[src/rtl/bkpt_pkg.sv]
package bkpt_pkg;

  typedef enum logic [1:0] {
    SRC_FETCH = 2'd0,
    SRC_MOVE  = 2'd1,
    SRC_DMA   = 2'd2,
    SRC_NONE  = 2'd3
  } psrc_e;

  typedef enum logic [1:0] {
    PS_EXEC = 2'd0,
    PS_MOVE = 2'd1,
    PS_ANY  = 2'd2,
    PS_DMA  = 2'd3
  } psel_e;

  localparam logic [2:0] RS_CTRL = 3'd0;
  localparam logic [2:0] RS_PLO  = 3'd1;
  localparam logic [2:0] RS_PHI  = 3'd2;
  localparam logic [2:0] RS_DLO  = 3'd3;
  localparam logic [2:0] RS_DHI  = 3'd4;
  localparam logic [2:0] RS_CNT  = 3'd5;

  localparam int PFLAG_BIT = 16;
  localparam int DFLAG_BIT = 17;

  // Inclusive unsigned window test on zero-extended operands.
  function automatic logic in_window(input logic [63:0] a,
                                     input logic [63:0] lo,
                                     input logic [63:0] hi);
    return (a >= lo) && (a <= hi);
  endfunction

  // Does a program-port access of class src belong to selection sel?
  function automatic logic pclass_ok(input psel_e sel, input psrc_e src);
    case (sel)
      PS_MOVE: return src == SRC_MOVE;
      PS_ANY:  return (src == SRC_FETCH) || (src == SRC_MOVE);
      PS_DMA:  return src == SRC_DMA;
      default: return 1'b0;
    endcase
  endfunction

  // Direction qualifier: bit0 of enable allows writes, bit1 allows reads.
  function automatic logic ddir_ok(input logic [1:0] en, input logic wr);
    return wr ? en[0] : en[1];
  endfunction

endpackage

[src/rtl/bkpt_regs.sv]
module bkpt_regs
  import bkpt_pkg::*;
#(
  parameter int AW = 16,
  parameter int CW = 16
) (
  input  logic          clk,
  input  logic          rst_n,
  input  logic          we,
  input  logic [2:0]    sel,
  input  logic [31:0]   wdata,
  input  logic          set_pflag,
  input  logic          set_dflag,
  input  logic [CW-1:0] cnt_val,
  output logic [1:0]    pen,
  output logic [1:0]    psel,
  output logic [1:0]    den,
  output logic [1:0]    dsel,
  output logic [AW-1:0] plo,
  output logic [AW-1:0] phi,
  output logic [AW-1:0] dlo,
  output logic [AW-1:0] dhi,
  output logic          cnt_load,
  output logic [31:0]   rdata
);

  logic       tme;
  logic       pflag, dflag;
  logic       ctrl_we;
  logic       wdata_unused;
  logic [31:0] ctrl_rd;

  assign wdata_unused = ^wdata;
  assign ctrl_we  = we && (sel == RS_CTRL);
  assign cnt_load = we && (sel == RS_CNT);

  always_ff @(posedge clk or negedge rst_n) begin
    if (!rst_n) begin
      pen  <= '0;
      psel <= '0;
      den  <= '0;
      dsel <= '0;
      tme  <= 1'b0;
    end else if (ctrl_we) begin
      pen  <= wdata[1:0];
      psel <= wdata[3:2];
      den  <= wdata[5:4];
      dsel <= wdata[7:6];
      tme  <= wdata[8];
    end
  end

  always_ff @(posedge clk or negedge rst_n) begin
    if (!rst_n) begin
      plo <= '0;
      phi <= '0;
      dlo <= '0;
      dhi <= '0;
    end else if (we) begin
      case (sel)
        RS_PLO:  plo <= wdata[AW-1:0];
        RS_PHI:  phi <= wdata[AW-1:0];
        RS_DLO:  dlo <= wdata[AW-1:0];
        RS_DHI:  dhi <= wdata[AW-1:0];
        default: ;
      endcase
    end
  end

  always_ff @(posedge clk or negedge rst_n) begin
    if (!rst_n) begin
      pflag <= 1'b0;
      dflag <= 1'b0;
    end else begin
      if (set_pflag)                         pflag <= 1'b1;
      else if (ctrl_we && !wdata[PFLAG_BIT]) pflag <= 1'b0;
      if (set_dflag)                         dflag <= 1'b1;
      else if (ctrl_we && !wdata[DFLAG_BIT]) dflag <= 1'b0;
    end
  end

  always_comb begin
    ctrl_rd            = '0;
    ctrl_rd[1:0]       = pen;
    ctrl_rd[3:2]       = psel;
    ctrl_rd[5:4]       = den;
    ctrl_rd[7:6]       = dsel;
    ctrl_rd[8]         = tme;
    ctrl_rd[PFLAG_BIT] = pflag;
    ctrl_rd[DFLAG_BIT] = dflag;
  end

  always_comb begin
    case (sel)
      RS_CTRL: rdata = ctrl_rd;
      RS_PLO:  rdata = 32'(plo);
      RS_PHI:  rdata = 32'(phi);
      RS_DLO:  rdata = 32'(dlo);
      RS_DHI:  rdata = 32'(dhi);
      RS_CNT:  rdata = 32'(cnt_val);
      default: rdata = '0;
    endcase
  end

  assert_ctrl_readback_R2: assert property (@(posedge clk) disable iff (!rst_n)
    ctrl_we |=> ctrl_rd[8:0] == $past(wdata[8:0]));

  assert_pflag_sticky_R12: assert property (@(posedge clk) disable iff (!rst_n)
    pflag && !(ctrl_we && !wdata[PFLAG_BIT]) |=> pflag);

  assert_dflag_set_R12: assert property (@(posedge clk) disable iff (!rst_n)
    set_dflag |=> dflag);

endmodule

[src/rtl/bkpt_prog_match.sv]
module bkpt_prog_match
  import bkpt_pkg::*;
#(
  parameter int AW = 16
) (
  input  logic          clk,
  input  logic          rst_n,
  input  logic [1:0]    pen,
  input  logic [1:0]    psel,
  input  logic [AW-1:0] plo,
  input  logic [AW-1:0] phi,
  input  logic          pf_valid,
  input  logic [1:0]    pf_src,
  input  logic [AW-1:0] pf_addr,
  input  logic          ex_valid,
  input  logic [AW-1:0] ex_addr,
  output logic          prog_hit
);

  logic          armed;
  logic          cand_valid;
  logic [AW-1:0] cand_addr;
  logic          in_win;

  assign armed = |pen;

  // Selection 0 watches retired first words; the others watch the access port.
  always_comb begin
    if (psel_e'(psel) == PS_EXEC) begin
      cand_valid = ex_valid;
      cand_addr  = ex_addr;
    end else begin
      cand_valid = pf_valid && pclass_ok(psel_e'(psel), psrc_e'(pf_src));
      cand_addr  = pf_addr;
    end
  end

  assign in_win   = in_window(64'(cand_addr), 64'(plo), 64'(phi));
  assign prog_hit = armed && cand_valid && in_win;

  assert_exec_only_R4: assert property (@(posedge clk) disable iff (!rst_n)
    prog_hit && psel == 2'd0 |-> ex_valid);

  assert_dma_only_R7: assert property (@(posedge clk) disable iff (!rst_n)
    prog_hit && psel == 2'd3 |-> pf_valid && pf_src == 2'd2);

  assert_enable_R8: assert property (@(posedge clk) disable iff (!rst_n)
    prog_hit |-> pen != 2'd0);

endmodule

[src/rtl/bkpt_data_match.sv]
module bkpt_data_match
  import bkpt_pkg::*;
#(
  parameter int AW = 16
) (
  input  logic          clk,
  input  logic          rst_n,
  input  logic [1:0]    den,
  input  logic [1:0]    dsel,
  input  logic [AW-1:0] dlo,
  input  logic [AW-1:0] dhi,
  input  logic          da_valid,
  input  logic          da_write,
  input  logic          da_space_y,
  input  logic          da_dma,
  input  logic [AW-1:0] da_addr,
  output logic          data_hit
);

  logic dir_ok, path_ok, in_win;

  assign dir_ok   = ddir_ok(den, da_write);
  assign path_ok  = (dsel[1] == da_dma) && (dsel[0] == da_space_y);
  assign in_win   = in_window(64'(da_addr), 64'(dlo), 64'(dhi));
  assign data_hit = da_valid && dir_ok && path_ok && in_win;

  assert_window_R3: assert property (@(posedge clk) disable iff (!rst_n)
    data_hit |-> (da_addr >= dlo) && (da_addr <= dhi));

  assert_write_only_R9: assert property (@(posedge clk) disable iff (!rst_n)
    data_hit && den == 2'b01 |-> da_write);

  assert_path_R10: assert property (@(posedge clk) disable iff (!rst_n)
    data_hit |-> dsel == {da_dma, da_space_y});

endmodule

[src/rtl/bkpt_counter.sv]
module bkpt_counter #(
  parameter int CW = 16
) (
  input  logic          clk,
  input  logic          rst_n,
  input  logic          hit,
  input  logic          load,
  input  logic [CW-1:0] load_val,
  output logic [CW-1:0] cnt,
  output logic          fire
);

  logic at_zero;

  assign at_zero = (cnt == '0);
  assign fire    = hit && at_zero;

  always_ff @(posedge clk or negedge rst_n) begin
    if (!rst_n)                cnt <= '0;
    else if (load)             cnt <= load_val;
    else if (hit && !at_zero)  cnt <= cnt - CW'(1);
  end

  assert_decrement_R11: assert property (@(posedge clk) disable iff (!rst_n)
    hit && !at_zero && !load |=> cnt == $past(cnt) - CW'(1));

endmodule

[src/rtl/bkpt_unit.sv]
module bkpt_unit
  import bkpt_pkg::*;
#(
  parameter int AW = 16,
  parameter int CW = 16
) (
  input  logic          clk,
  input  logic          rst_n,
  input  logic          cfg_we,
  input  logic [2:0]    cfg_sel,
  input  logic [31:0]   cfg_wdata,
  output logic [31:0]   cfg_rdata,
  input  logic          pf_valid,
  input  logic [1:0]    pf_src,
  input  logic [AW-1:0] pf_addr,
  input  logic          ex_valid,
  input  logic [AW-1:0] ex_addr,
  input  logic          da_valid,
  input  logic          da_write,
  input  logic          da_space_y,
  input  logic          da_dma,
  input  logic [AW-1:0] da_addr,
  output logic          bkpt_pulse
);

  logic [1:0]    pen, psel, den, dsel;
  logic [AW-1:0] plo, phi, dlo, dhi;
  logic          cnt_load;
  logic [CW-1:0] cnt;
  logic          prog_hit, data_hit, any_hit, fire;

  bkpt_regs #(.AW(AW), .CW(CW)) u_regs (
    .clk(clk), .rst_n(rst_n), .we(cfg_we), .sel(cfg_sel), .wdata(cfg_wdata),
    .set_pflag(fire && prog_hit), .set_dflag(fire && data_hit), .cnt_val(cnt),
    .pen(pen), .psel(psel), .den(den), .dsel(dsel),
    .plo(plo), .phi(phi), .dlo(dlo), .dhi(dhi),
    .cnt_load(cnt_load), .rdata(cfg_rdata)
  );

  bkpt_prog_match #(.AW(AW)) u_prog (
    .clk(clk), .rst_n(rst_n), .pen(pen), .psel(psel), .plo(plo), .phi(phi),
    .pf_valid(pf_valid), .pf_src(pf_src), .pf_addr(pf_addr),
    .ex_valid(ex_valid), .ex_addr(ex_addr), .prog_hit(prog_hit)
  );

  bkpt_data_match #(.AW(AW)) u_data (
    .clk(clk), .rst_n(rst_n), .den(den), .dsel(dsel), .dlo(dlo), .dhi(dhi),
    .da_valid(da_valid), .da_write(da_write), .da_space_y(da_space_y),
    .da_dma(da_dma), .da_addr(da_addr), .data_hit(data_hit)
  );

  assign any_hit = prog_hit || data_hit;

  bkpt_counter #(.CW(CW)) u_cnt (
    .clk(clk), .rst_n(rst_n), .hit(any_hit), .load(cnt_load),
    .load_val(cfg_wdata[CW-1:0]), .cnt(cnt), .fire(fire)
  );

  always_ff @(posedge clk or negedge rst_n) begin
    if (!rst_n) bkpt_pulse <= 1'b0;
    else        bkpt_pulse <= fire;
  end

  assert_pulse_at_zero_R11: assert property (@(posedge clk) disable iff (!rst_n)
    bkpt_pulse |-> $past(cnt) == '0 && $past(any_hit));

  assert_no_pulse_counting_R11: assert property (@(posedge clk) disable iff (!rst_n)
    any_hit && cnt != '0 |=> !bkpt_pulse);

endmodule

[config.mk]
export PLATFORM = sky130hd
export DESIGN_NAME = bkpt_unit
export DESIGN_NICKNAME = d
export VERILOG_FILES = /design/src/rtl/bkpt_pkg.sv /design/src/rtl/bkpt_regs.sv /design/src/rtl/bkpt_prog_match.sv /design/src/rtl/bkpt_data_match.sv /design/src/rtl/bkpt_counter.sv /design/src/rtl/bkpt_unit.sv
export SDC_FILE = /design/constraint.sdc
export NUM_CORES = 1
export LEC_CHECK = 0
export BUFFER_PORTS_ARGS = -buffer_cell sky130_fd_sc_hd__buf_2
export CORE_UTILIZATION = 56
export DETAILED_ROUTE_END_ITERATION = 6
export PLACE_DENSITY = 0.85
export SLEW_MARGIN = 5
export SYNTH_ARGS = -nofsm -noshare
export SYNTH_HDL_FRONTEND = slang
export SYNTH_SLANG_ARGS = --single-unit
[constraint.sdc]
create_clock -name clk -period 5.7 [get_ports clk]
set_clock_uncertainty 0.1 [all_clocks]
set_input_delay 1.425 -clock clk [delete_from_list [all_inputs] [get_ports clk]]
set_output_delay 1.425 -clock clk [all_outputs]
set_load 0.03 [all_outputs]
==> results of run 1 <==
[final cells by class]
type,instances,share of cell area
multi-input combinational,519,0.500
tap,140,0.0242
sequential,92,0.318
inverter,67,0.0347
timing repair buffer,106,0.0764
clock inverter,3,0.00933
clock buffer,13,0.0373
[cells by family (layout without fill, tap and decap cells)]
| group | after synthesis | in the layout | synth area share |
|---|---|---|---|
| simple gates | 194 | 194 | 0.146 |
| compound gates | 168 | 168 | 0.155 |
| buf+inv | 116 | 189 | 0.0784 |
| mux | 65 | 65 | 0.113 |
| xor+xnor | 13 | 13 | 0.0179 |
| other cells | 1 | 14 | 0.000589 |
| flops | 92 | 92 | 0.361 |
| fa+ha+maj | 65 | 65 | 0.128 |
[registers in the layout (all words and copies together) (netlist names)]
name,count
bkpt_pulse,1
u_cnt.cnt,16
u_regs.den,2
u_regs.dflag,1
u_regs.dhi,16
u_regs.dlo,16
u_regs.dsel,2
u_regs.pen,2
u_regs.pflag,1
u_regs.phi,16
u_regs.plo,16
u_regs.psel,2
u_regs.tme,1
[critical path: stages]
cell and delay (ns):
buf_2 0.68, nor2b_1 0.43, a22oi_1 0.16, o22ai_1 0.24, buf_2 0.25
[placed cells by master (no fill, tap or decap), types with 4 or more instances in the layout]
cell and instances:
nand2_1 106, buf_2 97, dfrtp_1 92, o21ai_0 78
inv_1 67, ha_1 65, mux2_2 44, a21oi_1 30
mux2i_1 20, nor2_1 18, conb_1 14, o22ai_1 13
a22oi_1 11, nand2b_1 10, xor2_1 10, nand3_1 10
clkbuf_16 9, buf_4 9, nand4_1 7, a31oi_1 6
o221ai_1 5, or3_1 5, or2_2 5, nor4_1 5
nor3_1 5, a221oi_1 4
[worst max path at each step]
| stage | endpoint |
|---|---|
| 2_1_floorplan | cfg_rdata[1] |
| 6_report | cfg_rdata[8] |
| 3_5_place_dp | u_cnt.cnt[6] |
| 5_1_grt | cfg_rdata[12] |
| 4_1_cts | cfg_rdata[10] |
| 3_3_place_gp | u_cnt.cnt[6] |
[stage by stage]
| stage | hold slack [ns] | cells | worst slack (ns) |
|---|---|---|---|
| floorplan | 0.363 | 727 | 1.27 |
| global placement | 0.391 | 924 | 1.02 |
| detailed placement | 0.421 | 924 | 0.931 |
| CTS | 0.433 | 940 | 1.04 |
| global route | 0.437 | 940 | 0.810 |
| finish | 0.437 | 940 | 0.967 |
[per-layer routing]
layer  vias to the layer above  routed length, µm  GRT usage
met3                        48               1080     0.0568
met2                       229               8050      0.502
li1                       2642                  -          -
met5                         -                  0          0
met1                      2625               6690      0.353
met4                         0                605      0.134
[power by group]
part	leakage, nW	internal [mW]	switching [mW]
Clock	0.162	0.420	0.248
Combinational	2.16	0.357	0.484
Sequential	1.12	0.801	0.127
==> reports/results.ini, run 1 <==
[sta]
worstMarginPinSlew_ns=1.00
period_needed_ns=4.73
timing.final.max_slew_violations=0
rsz0062_at_grt=false
max-slew-margin-rel=0.327
clock.fmax_ghz=0.211
report.final.setup_viol=0
period_share=0.830
totalNegativeSetupSlack_ns=0
timing.final.hold_violations=0

[yosys]
yosysSeqAreaShare=0.361
synthesized_netlist_cell_count=714
synth_edf_count=0
synth_cell_type_count=56
synth-seq-cells=92
synthTopCellsByCount=106 x nand2_1, 92 x dfrtp_1, 78 x o21ai_0
post-synth-top-area-cell=dfrtp_1
post_synth_main_area_contributors=dfrtp_1 36%, ha_1 13%, mux2_2 7.8%, nand2_1 6.2%, o21ai_0 6.1%
most_frequently_used_cell_type_in_the_post_synthesis_netlist=nand2_1
synth_ff_type=dfrtp_1
synth_area_um2=6370
yosys_warnings=0
post-synth-top-area-fraction=0.361
avgSynthCellArea_um2=8.92
asyncSetResetFlopFracSynth=1.00

[floorplan]
initial_utilization=0.580
die_width_um=109
die-height_um=109
std_cell_rows=38
floorplan.die_area_um2=11800
floorplan.io_pins=127
coreArea_um2=11000

[layout]
layout.filler_cells=881
final_layout_size_suffix_gt1_frac=0.226
nets=954
sequential_cell_area_um2=2300
area_of_the_multi_input_gates_um2=3620
antenna_cells=0
fin_util=0.659
design_area_um2=7240
flow.area_growth_from_synthesis_pct=13.7

[global_route]
grt_pass1_vias=5287
grt_first_pass_wirelength_um=25800
pin_count_of_the_biggest_net_entering_global_routing=67
globalRoute.totalOverflow=0
gr-usage-all-layers=0.292
antenna_found_initial=0

[clock_network]
cts-buffers-inserted=9
clk_transition_reported_paths_ns=0.06
clk-insertion-delay-late_ns=0.35
cts_hold_repair.buffers=0
tritoncts_clock_tree=yes
cts_sinks=92
cts_max_path_buffers=2
cts_setup_buffers=0
cts-resized-gates=0
h_tree_levels=3
ctsRootBufferMaster=clkbuf_16

[critical_path]
worstPathMaxFanout=47
worst_reg2reg_endpoint=u_cnt.cnt[6]
crit_type=in2out
worstSetupStartpointType=input port
critical_path.startpoint=cfg_sel[0]
r2r_cells=12
endpoint_kind=output pin
regToRegSetupSlack_ns=1.25
worstPathRequired_ns=4.18
critical_path_arrival_ns=3.21
rr_startpoint=u_regs.psel[1]

[worst_hold_path]
holdCritPathClass=reg2reg
hold_path_stages=1
holdCritStartpoint=u_regs.tme
timing.hold.worst_endpoint=u_regs.tme

[drt]
antenna_violating_nets_post_route=0
drt-initial-drc-count=393
number_of_search_and_repair_iterations_in_the_first_detailed_routing_pass=6
routed_wire_length_per_instance_um=17.5
via_count_normalized_by_instance_count=5.90
via_count=5544
remaining_routing_drc_violations=0
routed_wl_um=16400

[pwr]
design_power_total_mw=2.44
powerDensity_nw_per_um2=337
vdd_drop_max_mv=0.293
power_leakage_nw=3.44

[flow_run]
maxCapViolCount=0

[run_status]
status=finished clean

[placement]
post-dp-hpwl_um=12500
buffer_ports.inserted=98
globalplace.congestion=0.932
detailed_place.area_um2=6900

Power figures use the tool's default switching activity.
==> inputs of run 2 (changes only) <==
--- a/config.mk
+++ b/config.mk
@@ -6,9 +6,9 @@
 export NUM_CORES = 1
 export LEC_CHECK = 0
 export BUFFER_PORTS_ARGS = -buffer_cell sky130_fd_sc_hd__buf_2
-export CORE_UTILIZATION = 56
+export CORE_UTILIZATION = 51
 export DETAILED_ROUTE_END_ITERATION = 6
-export PLACE_DENSITY = 0.85
+export PLACE_DENSITY = 0.82
 export SLEW_MARGIN = 5
 export SYNTH_ARGS = -nofsm -noshare
 export SYNTH_HDL_FRONTEND = slang
==> constraint.sdc (replaced) <==
create_clock -name clk -period 3.8 [get_ports clk]
set_clock_uncertainty 0.1 [all_clocks]
set_input_delay 0.95 -clock clk [delete_from_list [all_inputs] [get_ports clk]]
set_output_delay 0.95 -clock clk [all_outputs]
set_load 0.03 [all_outputs]
==> reports/results.ini, run 2 (synthesized netlist as in run 1, its figures left out) <==
[critical_path]
critical-path-top-delay-family=compound AO/OA/AOI/OAI gates
list_of_cells_traversed_by_the_critical_path=nor2_2 -> buf_12 -> buf_4 -> mux2_2 -> ha_1 -> nand4_1 -> nor2_1 -> a221o_1 -> a211o_1 -> a221oi_1 -> buf_4 -> or2_2 -> buf_6 -> nand3_1 -> xor2_1 -> o21ai_0
critical_path.startpoint=u_regs.psel[0]
endpoint_kind=flip-flop
critical_path.slowest_cell=dfrtp_1
r2r_cells=16  ; +4
critPathBufInv=4  ; +2
regToRegSetupSlack_ns=0.16  ; -1.09 ns
slowest_delay_ns=0.39  ; -0.29 ns
worst_reg2reg_endpoint=u_cnt.cnt[9]
crit_cells=16  ; +11
path_common_cell=buf_4
rr_startpoint=u_regs.psel[0]
critical_path_arrival_ns=3.79  ; +0.58 ns
worstPathRequired_ns=3.96  ; -0.22 ns
critical_path.endpoint=u_cnt.cnt[9]
crit_type=reg2reg
worstSetupStartpointType=flip-flop
worstPathMaxFanout=14  ; -70%

[drt]
top_layer_used=met4
met3RoutedLength_um=1050  ; -2.8%
met2WireLength_um=7880  ; -2.1%
routed_wire_length_per_instance_um=17.1  ; -2.0%
via_count_normalized_by_instance_count=5.59  ; -5.2%
drt-initial-drc-count=373  ; -5.1%
remaining_routing_drc_violations=0  ; unchanged
antenna_violating_nets_post_route=0  ; unchanged
via_count=5529  ; -0.27%
total_routed_wire_length_on_the_met1_layer_um=7520  ; +12%
number_of_search_and_repair_iterations_in_the_first_detailed_routing_pass=5  ; -1
routed_wl_um=16900  ; +3.1%

[sta]
period_share=0.957
setup_slack_ns=0.163  ; -0.804 ns
timing.final.hold_violations=0  ; unchanged
report.final.setup_viol=0  ; unchanged
worst_hold_slack_ns=0.403  ; -0.0340 ns
timing.final.max_slew_violations=0  ; unchanged
worstMarginPinSlew_ns=1.30  ; +0.299 ns
clock.fmax_ghz=0.275
max-slew-margin-rel=0.125  ; -0.202
period_needed_ns=3.64
totalNegativeSetupSlack_ns=0  ; unchanged
rsz0062_at_grt=false

[pwr]
power_frac_comb=0.364  ; +0.019
power_frac_seq=0.380  ; about the same
reported_net_switching_power_mw=1.33  ; +55%
vdd_drop_max_mv=0.232  ; -21%
power_leakage_nw=3.54  ; +2.9%
switching_share=0.363  ; +0.0102
powerDensity_nw_per_um2=493  ; +46%
internal_power_mw=2.33  ; +48%
design_power_total_mw=3.66  ; +50%
clock_power_share=0.256  ; -0.018

[worst_hold_path]
holdCritPathClass=reg2reg

[layout]
top_library_cells_by_usage_in_the_layout_fill_and_taps_aside=106 x nand2_1, 97 x buf_2, 92 x dfrtp_1
sequential_cell_area_um2=2300  ; unchanged
area_of_the_multi_input_gates_um2=3630  ; +0.17%
fin_util=0.614  ; -0.0457
layout.filler_cells=1054  ; +20%
layout_commonest_cell=nand2_1
antenna_cells=0  ; unchanged
nets=975  ; +2.2%
flow.area_growth_from_synthesis_pct=16.7
final_layout_size_suffix_gt1_frac=0.250  ; +0.0234

[floorplan]
floorplan.die_area_um2=12900  ; +9.6%
die-height_um=114  ; +4.7%
std_cell_rows=40  ; +5.3%
initial_utilization=0.526  ; -0.0540
coreArea_um2=12100  ; +10%
die_width_um=114  ; +4.7%
floorplan.io_pins=127  ; unchanged

[clock_network]
clk-insertion-delay-late_ns=0.35  ; about the same
cts_sinks=92  ; unchanged
cts_hold_repair.buffers=0  ; unchanged
ctsRootBufferMaster=clkbuf_16
cts-buffers-inserted=9  ; unchanged
cts_max_path_buffers=2  ; unchanged
clk_transition_reported_paths_ns=0.07  ; about the same
tritoncts_clock_tree=yes
h_tree_levels=3  ; unchanged

[global_route]
globalRoute.totalOverflow=0  ; unchanged
grt_first_pass_wirelength_um=27000  ; +4.5%
pin_count_of_the_biggest_net_entering_global_routing=54  ; -19%
antenna_found_initial=0  ; unchanged
gr-usage-all-layers=0.274  ; -0.0175
grt_pass1_vias=5357  ; +1.3%

[placement]
post-dp-hpwl_um=12900  ; +3.2%
globalplace.congestion=0.918  ; -1.4%
buffer_ports.inserted=98  ; unchanged
pre_cts_ws_ns=-0.114  ; -1.04 ns

[flow_run]
maxCapViolCount=0  ; unchanged

[run_status]
status=finished clean

## run 2: cell count changes in the layout (fill, tap and decap cells not counted), sizes merged
| cell | change |
|---|---|
| buf | +21 |
| clkbuf | -2 |
| clkinv | +3 |
| bufinv | -1 |
## run 2: timing repair
action | CTS | global route
buffers inserted | 0 | 5
setup endpoints to repair | 0 | 12
gates resized for setup | 0 | 4
## run 2: final cells by class
cell class,instances,share of cell area
Clock buffer,11,0.0340
Clock inverter,5,0.00808
Inverter,67,0.0338
Multi-Input combinational cell,519,0.488
Sequential cell,92,0.310
Tap cell,168,0.0283
Timing Repair Buffer,127,0.0978
## run 2: worst register-to-register path: stages (launching register included)
cell      delay, ns
dfrtp_1        0.39
nor2_2         0.16
buf_12         0.15
buf_4          0.12
mux2_2         0.36
ha_1           0.30
nand4_1        0.13
nor2_1         0.06
a221o_1        0.31
a211o_1        0.24
a221oi_1       0.28
buf_4          0.19
or2_2          0.14
buf_6          0.15
nand3_1        0.10
xor2_1         0.20
o21ai_0        0.18
## run 2: metrics by stage
step           cell area [µm²]  std cells
3_3_place_gp              7070        968
5_1_grt                   7430        989
4_1_cts                   7380        984
6_report                  7430        989
2_1_floorplan             6420        727
3_5_place_dp              7070        968
## run 2: power by group through the flow
stage               Sequential [mW]  Combinational (mW)  Clock (mW)
floorplan                      1.33               0.931           0
global placement               1.39                1.24           0
detailed placement             1.40                1.29           0
CTS                            1.38                1.31       0.940
global route                   1.42                1.50       0.977
finish                         1.39                1.33       0.938
## run 2: metal layers
metal | up-vias | GRT usage
met5 | - | 0
met4 | 0 | 0.125
met3 | 37 | 0.0308
met2 | 225 | 0.450
met1 | 2592 | 0.366
li1 | 2675 | -
## run 2: worst min path at each step
stage / slack (ns) / start / cells after the start / endpoint
6_report: 0.40 / u_regs.pflag / 1 / u_regs.pflag
3_3_place_gp: 0.38 / u_regs.pflag / 1 / u_regs.pflag
4_1_cts: 0.40 / u_regs.pflag / 1 / u_regs.pflag
2_1_floorplan: 0.36 / u_regs.dflag / 1 / u_regs.dflag
5_1_grt: 0.43 / u_regs.pflag / 1 / u_regs.pflag
3_5_place_dp: 0.39 / u_regs.pflag / 1 / u_regs.pflag
==> inputs of run 3 (changes only) <==
--- a/config.mk
+++ b/config.mk
@@ -6,9 +6,10 @@
 export NUM_CORES = 1
 export LEC_CHECK = 0
 export BUFFER_PORTS_ARGS = -buffer_cell sky130_fd_sc_hd__buf_2
+export CORE_MARGIN = 3
 export CORE_UTILIZATION = 51
 export DETAILED_ROUTE_END_ITERATION = 6
-export PLACE_DENSITY = 0.82
+export PLACE_DENSITY = 0.85
 export SLEW_MARGIN = 5
 export SYNTH_ARGS = -nofsm -noshare
 export SYNTH_HDL_FRONTEND = slang
==> reports/results.ini, run 3 (synthesized netlist as in run 1, its figures left out) <==
[layout]
flow.area_growth_from_synthesis_pct=17.5
layout.filler_cells=1015  ; -3.7%
area_of_the_multi_input_gates_um2=3630  ; about the same
final_layout_size_suffix_gt1_frac=0.254  ; +0.00454
antenna_cells=0  ; unchanged
top_library_cells_by_usage_in_the_layout_fill_and_taps_aside=106 x nand2_1, 97 x buf_2, 92 x dfrtp_1
nets=980  ; +0.51%
design_area_um2=7480  ; +0.69%
layout_commonest_cell=nand2_1
sequential_cell_area_um2=2300  ; unchanged

[critical_path]
worstSetupStartpointType=flip-flop
endpoint_kind=flip-flop
critical_path_arrival_ns=3.76  ; -0.03 ns
worstPathRequired_ns=3.94  ; -0.02 ns
crit_type=reg2reg
worstPathMaxFanout=13  ; -1

[clock_network]
tritoncts_clock_tree=yes
cts-resized-gates=0  ; unchanged
cts-buffers-inserted=9  ; unchanged
clk-insertion-delay-late_ns=0.35  ; about the same
cts_hold_repair.buffers=0  ; unchanged
cts_max_path_buffers=2  ; unchanged
ctsRootBufferMaster=clkbuf_16
cts_setup_buffers=0  ; unchanged
h_tree_levels=3  ; unchanged
clk_transition_reported_paths_ns=0.07  ; about the same
cts_sinks=92  ; unchanged

[sta]
period_needed_ns=3.62  ; -0.0151 ns
worstMarginPinSlew_ns=0.835  ; -0.466 ns
rsz0062_at_grt=false
clock.fmax_ghz=0.276  ; +0.42%
timing.final.max_slew_violations=0  ; unchanged
report.final.setup_viol=0  ; unchanged
max-slew-margin-rel=0.439  ; +0.314
period_share=0.953  ; -0.00398
timing.final.hold_violations=0  ; unchanged
setup_slack_ns=0.178  ; +0.0151 ns

[placement]
detailed_place.area_um2=7170  ; +1.4%
globalplace.congestion=0.965  ; +5.1%
pre_cts_ws_ns=-0.161  ; -0.0471 ns
post-dp-hpwl_um=12800  ; -0.24%
buffer_ports.inserted=98  ; unchanged

[floorplan]
std_cell_rows=40  ; unchanged
floorplan.die_area_um2=13900  ; +7.2%
initial_utilization=0.526  ; unchanged
floorplan.io_pins=127  ; unchanged
die_width_um=118  ; +3.5%
coreArea_um2=12100  ; unchanged
die-height_um=118  ; +3.5%

[drt]
remaining_routing_drc_violations=0  ; unchanged
number_of_search_and_repair_iterations_in_the_first_detailed_routing_pass=7  ; +2
routed_wire_length_per_instance_um=16.7  ; -2.6%
antenna_violating_nets_post_route=0  ; unchanged
drt-initial-drc-count=385  ; +3.2%
via_count=5542  ; +0.24%
via_count_normalized_by_instance_count=5.58  ; -0.27%
routed_wl_um=16600  ; -2.1%

[global_route]
grt_pass1_vias=5413  ; +1.0%
pin_count_of_the_biggest_net_entering_global_routing=93  ; +72%
gr-usage-all-layers=0.242  ; -0.0328
antenna_found_initial=0  ; unchanged
globalRoute.totalOverflow=0  ; unchanged
grt_first_pass_wirelength_um=27100  ; +0.41%

[pwr]
vdd_drop_max_mv=0.240  ; +3.6%
powerDensity_nw_per_um2=486  ; -1.4%
power_leakage_nw=3.57  ; +0.77%

[run_status]
status=finished clean

[worst_hold_path]
holdCritPathClass=reg2reg

[flow_run]
maxCapViolCount=0  ; unchanged

run 3: worst paths after layout:
path,from,cells after the start,endpoint,slack [ns]
setup / recovery,u_regs.psel[0],14,u_cnt.cnt[6],0.18
hold / removal,u_regs.pflag,1,u_regs.pflag,0.40
min in group asynchronous,rst_n,2,u_regs.dhi[13],0.52
max in group asynchronous,rst_n,2,u_regs.dhi[15],2.67
hold reg to reg,u_regs.pflag,1,u_regs.pflag,0.40
setup reg to reg,u_regs.psel[0],14,u_cnt.cnt[6],0.18
run 3: worst max-delay path: stages, from the launching register on:
cell	delay [ns]
dfrtp_1	0.39
nor2_2	0.16
buf_12	0.16
mux2_2	0.35
ha_1	0.29
a21oi_1	0.15
o21ai_0	0.14
a221o_1	0.35
a211o_1	0.25
a221oi_2	0.27
buf_4	0.18
or2_2	0.13
nand2b_2	0.10
o31a_2	0.29
o22a_1	0.17
run 3: per-stage QoR:
step / power (mW) / TNS (ns) / instances / hold slack (ns) / util
finish: 3.63 / 0 / 994 / 0.399 / 0.618
detailed placement: 2.72 / -1.31 / 978 / 0.381 / 0.592
global placement: 2.66 / -0.186 / 978 / 0.379 / 0.592
global route: 3.88 / 0 / 994 / 0.413 / 0.618
CTS: 3.63 / 0 / 994 / 0.401 / 0.617
floorplan: 2.26 / 0 / 727 / 0.363 / -
run 3: metal layers:
metal	vias up	wire length [µm]	GRT usage
li1	2682	-	-
met3	39	1050	0.0356
met1	2608	7210	0.327
met5	-	0	0
met2	213	7850	0.391
met4	0	471	0.0982
run 3: where the power goes:
part / total [mW] / internal (mW) / switching [mW]
logic: 1.34 / 0.601 / 0.734
clock network: 0.908 / 0.513 / 0.395
registers: 1.39 / 1.20 / 0.189
total: 3.63 / 2.32 / 1.32
run 3: cell type report:
type | count | area share
multi-input cells | 519 | 0.485
flip-flops and latches | 92 | 0.308
repair buffers | 132 | 0.106
inverters | 67 | 0.0336
clock buffers | 9 | 0.0301
well taps | 168 | 0.0281
clock inverters | 7 | 0.00986
